<file path="config.mk">
export PLATFORM = sky130hd
export DESIGN_NAME = branch_resolve
export DESIGN_NICKNAME = d
export VERILOG_FILES = /design/src/rtl/bru_pkg.sv /design/src/rtl/bru_opt_decode.sv /design/src/rtl/bru_cr_select.sv /design/src/rtl/bru_count_step.sv /design/src/rtl/bru_target.sv /design/src/rtl/branch_resolve.sv
export SDC_FILE = /design/constraint.sdc
export NUM_CORES = 1
export LEC_CHECK = 0
export BUFFER_PORTS_ARGS = -buffer_cell sky130_fd_sc_hd__buf_2
export CORE_MARGIN = 5
export CORE_UTILIZATION = 30
export DETAILED_ROUTE_END_ITERATION = 12
export GPL_TIMING_DRIVEN = 0
export SLEW_MARGIN = 25
export SYNTH_ARGS = -nofsm -noshare
export SYNTH_HDL_FRONTEND = slang
export SYNTH_SLANG_ARGS = --single-unit
</file>
<file path="constraint.sdc">
create_clock -name vclk -period 4
set_clock_uncertainty 0.05 [all_clocks]
set_input_delay 0.2 -clock vclk [all_inputs]
set_output_delay 0.2 -clock vclk [all_outputs]
set_load 0.01 [all_outputs]
</file>
<file path="src/rtl/bru_pkg.sv">
package bru_pkg;
  localparam int XLEN   = 32;
  localparam int OPT_W  = 5;
  localparam int SEL_W  = 5;
  localparam int DISP_W = 14;

  localparam int OPT_LSB  = 21;
  localparam int SEL_LSB  = 16;
  localparam int DISP_LSB = 2;
  localparam int LINK_BIT = 0;

  localparam int STEP = 4;

  typedef struct packed {
    logic no_dec;     // count is left alone
    logic want_zero;  // new count must be zero
    logic no_cond;    // condition bit is ignored
    logic sense;      // required value of condition bit
    logic hint;
  } opt_t;
endpackage

</file>
<file path="src/rtl/bru_opt_decode.sv">
module bru_opt_decode
  import bru_pkg::*;
(
  input  logic [OPT_W-1:0] code_i,
  output opt_t             opt_o
);
  always_comb begin
    opt_o.no_cond   = code_i[4];
    opt_o.sense     = code_i[3];
    opt_o.no_dec    = code_i[2];
    opt_o.want_zero = code_i[1];
    opt_o.hint      = code_i[0];
  end
endmodule

</file>
<file path="src/rtl/bru_cr_select.sv">
module bru_cr_select
  import bru_pkg::*;
#(
  parameter int W  = XLEN,
  parameter int SW = SEL_W
) (
  input  logic [W-1:0]  cr_i,
  input  logic [SW-1:0] sel_i,
  output logic          bit_o
);
  localparam int TOP = W - 1;
  logic [W-1:0] msb_first;

  // bit n of msb_first is CR[TOP-n]
  for (genvar g = 0; g < W; g++) begin : g_rev
    assign msb_first[g] = cr_i[TOP-g];
  end

  assign bit_o = msb_first[sel_i];
endmodule

</file>
<file path="src/rtl/bru_count_step.sv">
module bru_count_step
  import bru_pkg::*;
#(
  parameter int W = XLEN
) (
  input  logic [W-1:0] ctr_i,
  output logic [W-1:0] ctr_dec_o,
  output logic         dec_zero_o
);
  localparam logic [W-1:0] ONE = W'(1);

  always_comb begin
    ctr_dec_o  = ctr_i - ONE;
    dec_zero_o = (ctr_i == ONE);
  end
endmodule

</file>
<file path="src/rtl/bru_target.sv">
module bru_target
  import bru_pkg::*;
#(
  parameter int W  = XLEN,
  parameter int DW = DISP_W
) (
  input  logic          indirect_i,
  input  logic [DW-1:0] disp_i,
  input  logic [W-1:0]  pc_i,
  input  logic [W-1:0]  ctr_i,
  output logic [W-1:0]  target_o,
  output logic [W-1:0]  ret_o
);
  localparam int EXT = W - DW - 2;
  localparam logic [W-1:0] STEP_V = W'(STEP);

  logic [W-1:0] offset;
  logic [W-1:0] rel_tgt;

  always_comb begin
    offset   = {{EXT{disp_i[DW-1]}}, disp_i, 2'b00};
    rel_tgt  = pc_i + offset;
    target_o = indirect_i ? {ctr_i[W-1:2], 2'b00} : rel_tgt;
    ret_o    = pc_i + STEP_V;
  end
endmodule

</file>
<file path="src/rtl/branch_resolve.sv">
module branch_resolve
  import bru_pkg::*;
(
  input  logic            valid_i,
  input  logic            indirect_i,
  input  logic [XLEN-1:0] insn_i,
  input  logic [XLEN-1:0] cr_i,
  input  logic [XLEN-1:0] ctr_i,
  input  logic [XLEN-1:0] pc_i,
  output logic            taken_o,
  output logic [XLEN-1:0] target_o,
  output logic [XLEN-1:0] ctr_next_o,
  output logic            ctr_we_o,
  output logic            lr_we_o,
  output logic [XLEN-1:0] lr_val_o,
  output logic            hint_o,
  output logic            bad_form_o
);
  logic [OPT_W-1:0]  code;
  logic [SEL_W-1:0]  sel;
  logic [DISP_W-1:0] disp;
  opt_t              opt;
  logic              cbit;
  logic              dec_zero;
  logic              cnt_ok;
  logic              cond_ok;
  logic              bad;

  assign code = insn_i[OPT_LSB  +: OPT_W];
  assign sel  = insn_i[SEL_LSB  +: SEL_W];
  assign disp = insn_i[DISP_LSB +: DISP_W];

  bru_opt_decode u_dec (
    .code_i (code),
    .opt_o  (opt)
  );

  bru_cr_select #(.W(XLEN), .SW(SEL_W)) u_sel (
    .cr_i  (cr_i),
    .sel_i (sel),
    .bit_o (cbit)
  );

  bru_count_step #(.W(XLEN)) u_cnt (
    .ctr_i      (ctr_i),
    .ctr_dec_o  (ctr_next_o),
    .dec_zero_o (dec_zero)
  );

  bru_target #(.W(XLEN), .DW(DISP_W)) u_tgt (
    .indirect_i (indirect_i),
    .disp_i     (disp),
    .pc_i       (pc_i),
    .ctr_i      (ctr_i),
    .target_o   (target_o),
    .ret_o      (lr_val_o)
  );

  always_comb begin
    bad        = indirect_i & ~opt.no_dec;
    cnt_ok     = opt.no_dec | (dec_zero == opt.want_zero);
    cond_ok    = opt.no_cond | (cbit == opt.sense);
    taken_o    = valid_i & ~bad & cnt_ok & cond_ok;
    ctr_we_o   = valid_i & ~bad & ~opt.no_dec;
    bad_form_o = valid_i & bad;
    lr_we_o    = valid_i & insn_i[LINK_BIT];
    hint_o     = valid_i & opt.hint;
  end
endmodule

</file>
; ---- Yosys cells after proc, flatten, opt, wreduce, memory -nomap -nowiden
; Cells that the tools add are included.
[classes]
bitwise = 12
add_sub_neg = 3
n_mux = 3
n_lt_le_gt_ge = 1
eq_ne = 3
[ops]
columns = operator, n
row1 = $add 32x3->32 const B, 1
row2 = $add 32x32->32, 1
row3 = $eq 32x1->1 const B, 1
row4 = $mux 32, 1
row5 = $sub 32x1->32 const B, 1
row6 = $and 1x1->1, 8
row7 = $lt 5x6->1 const B, 1
row8 = $bmux 1 s5, 1
row9 = $eq 1x1->1, 2
row10 = $not 1->1, 2
row11 = $or 1x1->1, 2
row12 = $mux 1, 1
[word_totals]
out_inout_bits = 101
wordCells = 22
ff_bits = 0

; ---- Depth between registers and ports, before layout
; Gate-level depths: netlist of the first run.
[depth]
word_depth = 6
depth_mapped = 9

; ---- Modules after synthesis
; Synthesis of the first run repeated with hierarchy kept, for this count alone.
[unflattened]
cells_unflattened = 529
hier_area_um2 = 3824.9
[by_module_without_submodules]
columns = module, area_per_inst_um2, seq_area_each_um2, n_inst, cells_per_inst
row1 = bru_target, 2568.7, 0.0, 1, 378
row2 = bru_count_step, 832.0, 0.0, 1, 97
row3 = bru_cr_select, 325.3, 0.0, 1, 41
row4 = branch_resolve, 61.3, 0.0, 1, 8
row5 = bru_opt_decode, 37.5, 0.0, 1, 5

; ---- Worst setup path before layout of the first run
; No wires, ideal clock.
[synth_path]
path_type = in2out
startpoint = in insn_i[2]
endpoint = out target_o[24]
slack_ns = 1.408
arrival_ns = 2.342
required_ns = 3.750
cell_stages = 9
cell_sequence = ha_1 -> fa_1 -> a211oi_2 -> o21ai_1 -> a211oi_2 -> o21bai_2 -> a221oi_2 -> xnor2_1 -> mux2_2
[synth_between]
elab_chain_cells = 2
[synth_rtl]
columns = element, line
row1 = from (decl), branch_resolve.sv:6  ; input logic [XLEN-1:0] insn_i,
row2 = $add 32x32->32, bru_target.sv:22  ; rel_tgt = pc_i + offset;
row3 = $mux 32, bru_target.sv:23  ; target_o = indirect_i ? {ctr_i[W-1:2], 2'b00} : rel_tgt;
row4 = to (decl), branch_resolve.sv:11  ; output logic [XLEN-1:0] target_o,
; No other way between the ends.

; ---- Worst setup path in the final report of the first run
[layout_path]
startpoint = in pc_i[2]
endpoint = out target_o[24]
[layout_between]
elab_chain_cells = 2
[layout_rtl]
columns = element, line
row1 = from (decl), branch_resolve.sv:9  ; input logic [XLEN-1:0] pc_i,
row2 = $add 32x32->32, bru_target.sv:22
row3 = $mux 32, bru_target.sv:23
; No other way between the ends.

==> key figures, run 1 <==
Timing
  – Max Slew Vio Count: 0
  – RSZ-0062 raised after global routing: no
  – Final worst slack: 0.761 ns
  – Peak Freq: 0.309 GHz
  – Tcrit/Tclk final: 81.0%
  – Slew Limit Headroom: 37.2%
  – Final hold vios: 0
  – Setup TNS: 0 ns
  – Final setup violation count: 0
  – Minimum clock period: 3.24 ns
  – Transition time of the tightest slew-check pin: 0.919 ns

CTS
  – Post-CTS Setup Inserts: 0
  – Post-CTS sizing: 0
  – Number of hold buffers added after CTS: 0

Detailed routing
  – Final WL: 14000 µm
  – Detail Route Antenna Nets: 0
  – First-pass DRT Iterations: 4
  – Vias/cell: 5.20
  – # DRC: 0
  – DR iter-0 viols: 174
  – Via count of the routed design: 4417
  – Mean routed wirelength per cell: 16.5 µm

Floorplan
  – Die footprint: 0.0133 mm²
  – Die Y-Extent: 115 µm
  – I/O pin cnt: 231
  – Initial Util: 30.7%
  – Core ar.: 0.0108 mm²
  – Row cnt: 38
  – Chip Width: 115 µm

Setup path
  – Worst-path maximum fanout: 6
  – Crit path buf inv count: 2
  – CP Launch Type: input port
  – CP required: 3.75 ns
  – Critical path's largest stage delay: 0.44 ns
  – CP Cell Sequence: buf_2 -> ha_1 -> fa_1 -> a211oi_2 -> o21ai_1 -> a211oi_2 -> o21bai_2 -> a221oi_2 -> xnor2_1 -> mux2_2 -> buf_2
  – Crit Path Category: input port to output pin
  – CP endpoint kind: output pin
  – CP arrival: 2.99 ns
  – Slowest cell on crit path: fa_1
  – Kind of cell adding the most delay to the critical path: compound AO/OA/AOI/OAI gates

Finish
  – Nets: 874
  – CLK BUF: 0
  – Diodes inserted: 0
  – Share of cells above drive strength 1: 35.5%
  – Finished Core Util: 42.6%
  – Fill cells: 1170
  – Seq Cell Count: 0
  – Syn-to-layout area delta: 38.8%
  – Sequential Area: 0 µm²

Synth
  – Synth area leaders: ha_1 12%, xor2_1 12%, xnor2_1 9.7%
  – Mean Syn Cell Area: 6.84 µm²
  – Cell count after synthesis: 486
  – Yosys Warn Count: 0
  – Mapped Nets: 649
  – Cell variety after synth: 56
  – Sequential-to-total area share from yosys stat: 0%
  – Synthesized area: 0.00333 mm²
  – Synth top area share: 12.0%
  – Area leader, netlist: ha_1

Placed design
  – Pre-CTS setup slack: 0.765 ns
  – I/O Buffers: 223
  – Detailed placement HPWL: 12300 µm
  – Gpl congestion: 0.897

Worst hold path
  – Worst Hold End: ctr_we_o
  – Hold path start: insn_i[23]
  – HP Class: input port to output pin
  – Hold Path Depth: 3

Run status
  – Outcome: complete, no violations

Global routing
  – Tot GR Track Use: 20.0%
  – Pin count of the biggest net entering global routing: 18
  – Global-route wire length before repair: 22100 µm
  – Vias in the first global route: 4468
  – Initial antenna violation count: 0
  – Total grt overflow: 0

Job
  – Maxcap violations: 0

Pwr
  – Total Power: 632 µW
  – Max VDD drop: 67.7 µV
  – Leak: 2.22 nW
  – Cell Pwr Density: 137 mW/mm²
## where the power goes
part | switching, mW | total [mW] | internal, mW
combinational | 0.361 | 0.632 | 0.271
sequential | 0 | 0 | 0
clock | 0 | 0 | 0
## metrics by stage
step / hold WS [ns] / area, µm² / std cells
2_1_floorplan: 0.394 / 3330 / 486
3_3_place_gp: 0.631 / 4620 / 849
3_5_place_dp: 0.634 / 4620 / 849
4_1_cts: 0.634 / 4620 / 849
5_1_grt: 0.649 / 4620 / 849
6_report: 0.631 / 4620 / 849
## tightest hold or removal path, cell delays in order
cell     delay (ns)
buf_2          0.10
nor3b_1        0.05
buf_2          0.13
## cell type report
class	instances	area, µm²	share of cell area [%]
Timing Repair Buffer	223	1120	24.2
Inverter	14	52.6	1.14
Tap cell	140	175	3.79
Multi-Input combinational cell	459	3210	69.6
Buffer	13	58.8	1.27
## cells by family after synthesis
logic type | synth area share, %
buffers and inverters | 3.35
AO/OA/AOI/OAI | 23.9
AND/OR/NAND/NOR | 29.7
adder cells (fa/ha/maj) | 12.6
XOR/XNOR | 21.3
multiplexers | 9.10
## per-layer routing
| layer | GRT usage (%) | share of wire, % | vias up |
|---|---|---|---|
| met5 | 0 | 0 | - |
| met4 | 2.35 | 1.4 | 0 |
| met3 | 2.84 | 6.2 | 14 |
| met2 | 35.5 | 48 | 142 |
| met1 | 26.5 | 44 | 2019 |
| li1 | - | - | 2242 |
## cells in the final DEF, fill, tap and decap left out, types with 4 or more instances in the layout
master / instances
buf_2: 225
nand2_1: 66
o21ai_0: 44
xor2_1: 44
nor2_1: 40
xnor2_1: 37
ha_1: 32
a21oi_1: 27
nor3_1: 21
nand3_1: 16
inv_1: 14
nand4_1: 13
mux4_2: 10
a21o_1: 8
clkbuf_1: 8
and3_1: 7
o21bai_1: 6
mux2_2: 6
a211oi_1: 6
or3_1: 5
nor4_1: 5
o211ai_1: 5
a31oi_1: 4
and2_1: 4
nand2b_1: 4
or4_1: 4
## Yosys cell counts (all sizes together) (6+ instances only)
cell type,n
nor3,23
inv,14
clkbuf,8
nand3,16
nand2,66
ha,32
o21ai,47
o21bai,7
xor2,44
and3,7
mux4,10
a21oi,28
a21o,8
nor2,40
a211oi,8
mux2,6
nand4,13
xnor2,37
## how the worst max path moves through the flow
stage,startpoint,to,slack [ns],cells after the start
2_1_floorplan,insn_i[2],target_o[24],1.41,9
3_3_place_gp,pc_i[2],target_o[24],0.78,11
3_5_place_dp,pc_i[2],target_o[24],0.76,11
4_1_cts,pc_i[2],target_o[24],0.76,11
5_1_grt,pc_i[2],target_o[24],0.60,11
6_report,pc_i[2],target_o[24],0.76,11
Note: power is estimated with default switching activity, not from simulation.
==> run 2: changes to the inputs <==
- clock period: 4 -> 3.23 ns (I/O delays scaled with it)
==> run 2 against run 1 <==
Effect of this change: via count is 0.29% lower; critical path type unchanged; largest cell class unchanged; sequential cell count unchanged; non-clock buffer count did not move; cell area rose by 0.27%; sequential share of layout area unchanged.
==> key figures, run 2 (synthesized netlist as in run 1, its figures left out) <==
Global routing
  – Total grt overflow: 0 (unchanged)
  – Vias in the first global route: 4468 (unchanged)
  – Global-route wire length before repair: 22100 µm (unchanged)
  – Tot GR Track Use: 20.0% (unchanged)
  – Initial antenna violation count: 0 (unchanged)
  – Pin count of the biggest net entering global routing: 18 (unchanged)

Detailed routing
  – Mean routed wirelength per cell: 16.4 µm (about the same)
  – # DRC: 0 (unchanged)
  – Detail Route Antenna Nets: 0 (unchanged)
  – Vias/cell: 5.19 (-0.29%)
  – Via count of the routed design: 4404 (-0.29%)
  – First-pass DRT Iterations: 4 (unchanged)
  – DR iter-0 viols: 160 (-8.0%)
  – Final WL: 14000 µm (about the same)

Floorplan
  – Initial Util: 30.7% (unchanged)
  – Die Y-Extent: 115 µm (unchanged)
  – Die footprint: 0.0133 mm² (unchanged)
  – Chip Width: 115 µm (unchanged)
  – Row cnt: 38 (unchanged)
  – I/O pin cnt: 231 (unchanged)
  – Core ar.: 0.0108 mm² (unchanged)

Setup path
  – CP arrival: 2.89 ns (-0.10 ns)
  – Crit Path Category: input port to output pin
  – Critical path's largest stage delay: 0.44 ns (about the same)
  – CP required: 3.02 ns (-0.73 ns)
  – Worst-path maximum fanout: 6 (unchanged)
  – CP Cell Sequence: buf_2 -> ha_1 -> fa_1 -> a211oi_2 -> o21ai_1 -> a211oi_2 -> o21bai_2 -> a221oi_4 -> xnor2_1 -> mux2_2 -> buf_2
  – CP endpoint kind: output pin
  – Slowest cell on crit path: fa_1
  – CP Launch Type: input port

Pwr
  – Sequential power share: 0% (unchanged)
  – P_int: 337 µW (+25%)
  – Cell Pwr Density: 170 mW/mm² (+24%)
  – Switching Fraction: 57.1% (about the same)
  – Clock share of power: 0% (unchanged)
  – Leak: 2.22 nW (about the same)
  – Sw Pwr: 449 µW (+24%)
  – Logic pwr share: 100.0% (about the same)
  – Max VDD drop: 84.3 µV (+24%)

Timing
  – Final hold vios: 0 (unchanged)
  – RSZ-0062 raised after global routing: yes
  – Tcrit/Tclk final: 95.9%
  – Transition time of the tightest slew-check pin: 0.701 ns (-0.217 ns)
  – Minimum clock period: 3.10 ns
  – Final setup violation count: 0 (unchanged)
  – Peak Freq: 0.323 GHz
  – Slew Limit Headroom: 53.1% (+16 points)
  – Setup TNS: 0 ns (unchanged)
  – Max Slew Vio Count: 0 (unchanged)

Finish
  – Seq Cell Count: 0 (unchanged)
  – Nets: 874 (unchanged)
  – Share of cells above drive strength 1: 35.5% (unchanged)
  – Fill cells: 1170 (unchanged)
  – CLK BUF: 0 (unchanged)
  – Most common cell after layout, fill and taps aside: buf_2
  – Sequential Area: 0 µm² (unchanged)
  – Commonest non-fill, non-tap cells in the layout: 225 x buf_2, 66 x nand2_1, 44 x o21ai_0, 44 x xor2_1, 40 x nor2_1
  – Syn-to-layout area delta: 39.2%
  – Diodes inserted: 0 (unchanged)
  – Finished Core Util: 42.7% (+0.12 points)

Worst hold path
  – HP Class: input port to output pin
  – Hold Path Depth: 3 (unchanged)

Placed design
  – I/O Buffers: 223 (unchanged)
  – Gpl congestion: 0.897 (unchanged)
  – Detailed placement HPWL: 12300 µm (unchanged)

Job
  – Maxcap violations: 0 (unchanged)

Run status
  – Outcome: complete, no violations

CTS
  – Post-CTS Setup Inserts: 0 (unchanged)
  – Number of hold buffers added after CTS: 0 (unchanged)
run 2: final timing paths:
check / slack, ns / startpoint / end
worst min-delay path: 0.55 / insn_i[23] / ctr_we_o
worst max-delay path: 0.13 / pc_i[2] / target_o[24]
run 2: cell type report:
class / count / area (µm²) / area share [%]
tap: 140 / 175 / 3.78
multi-input combinational: 459 / 3230 / 69.7
buffer: 13 / 58.8 / 1.27
timing repair buffer: 223 / 1120 / 24.1
inverter: 14 / 52.6 / 1.14
run 2: timing repair:
action                                  CTS  global route
endpoints found under the setup margin    0             3
endpoints found under the hold margin     0             0
resized for setup                         0             2
run 2: per-stage QoR:
| step | cells | total power [mW] | hold WS, ns | instance area, µm² | setup slack [ns] |
|---|---|---|---|---|---|
| after floorplan | 486 | 0.455 | 0.317 | 3330 | 0.715 |
| after global placement | 849 | 0.778 | 0.554 | 4620 | 0.0827 |
| after detailed placement | 849 | 0.782 | 0.557 | 4620 | 0.0715 |
| after CTS | 849 | 0.788 | 0.557 | 4620 | 0.0670 |
| after global routing | 849 | 0.874 | 0.572 | 4630 | -0.0294 |
| final | 849 | 0.787 | 0.554 | 4630 | 0.133 |
run 2: power groups by stage:
stage,Combinational [mW],Sequential [mW],Clock [mW]
2_1_floorplan,0.455,0,0
3_3_place_gp,0.778,0,0
3_5_place_dp,0.782,0,0
4_1_cts,0.788,0,0
5_1_grt,0.874,0,0
6_report,0.787,0,0
run 2: critical path, delay by kind of cell:
| family | cells | cell delay (ns) |
|---|---|---|
| compound gates | 5 | 1.37 |
| xor+xnor | 1 | 0.13 |
| fa+ha+maj | 2 | 0.66 |
| buf+inv | 2 | 0.28 |
| mux | 1 | 0.28 |
run 2: per-layer routing:
metal / GRT usage [%] / vias up / part of all wire, %
met5: 0 / - / 0
met2: 35.5 / 143 / 48
li1: - / 2243 / -
met4: 2.35 / 0 / 1.4
met3: 2.84 / 14 / 6.5
met1: 26.5 / 2004 / 44
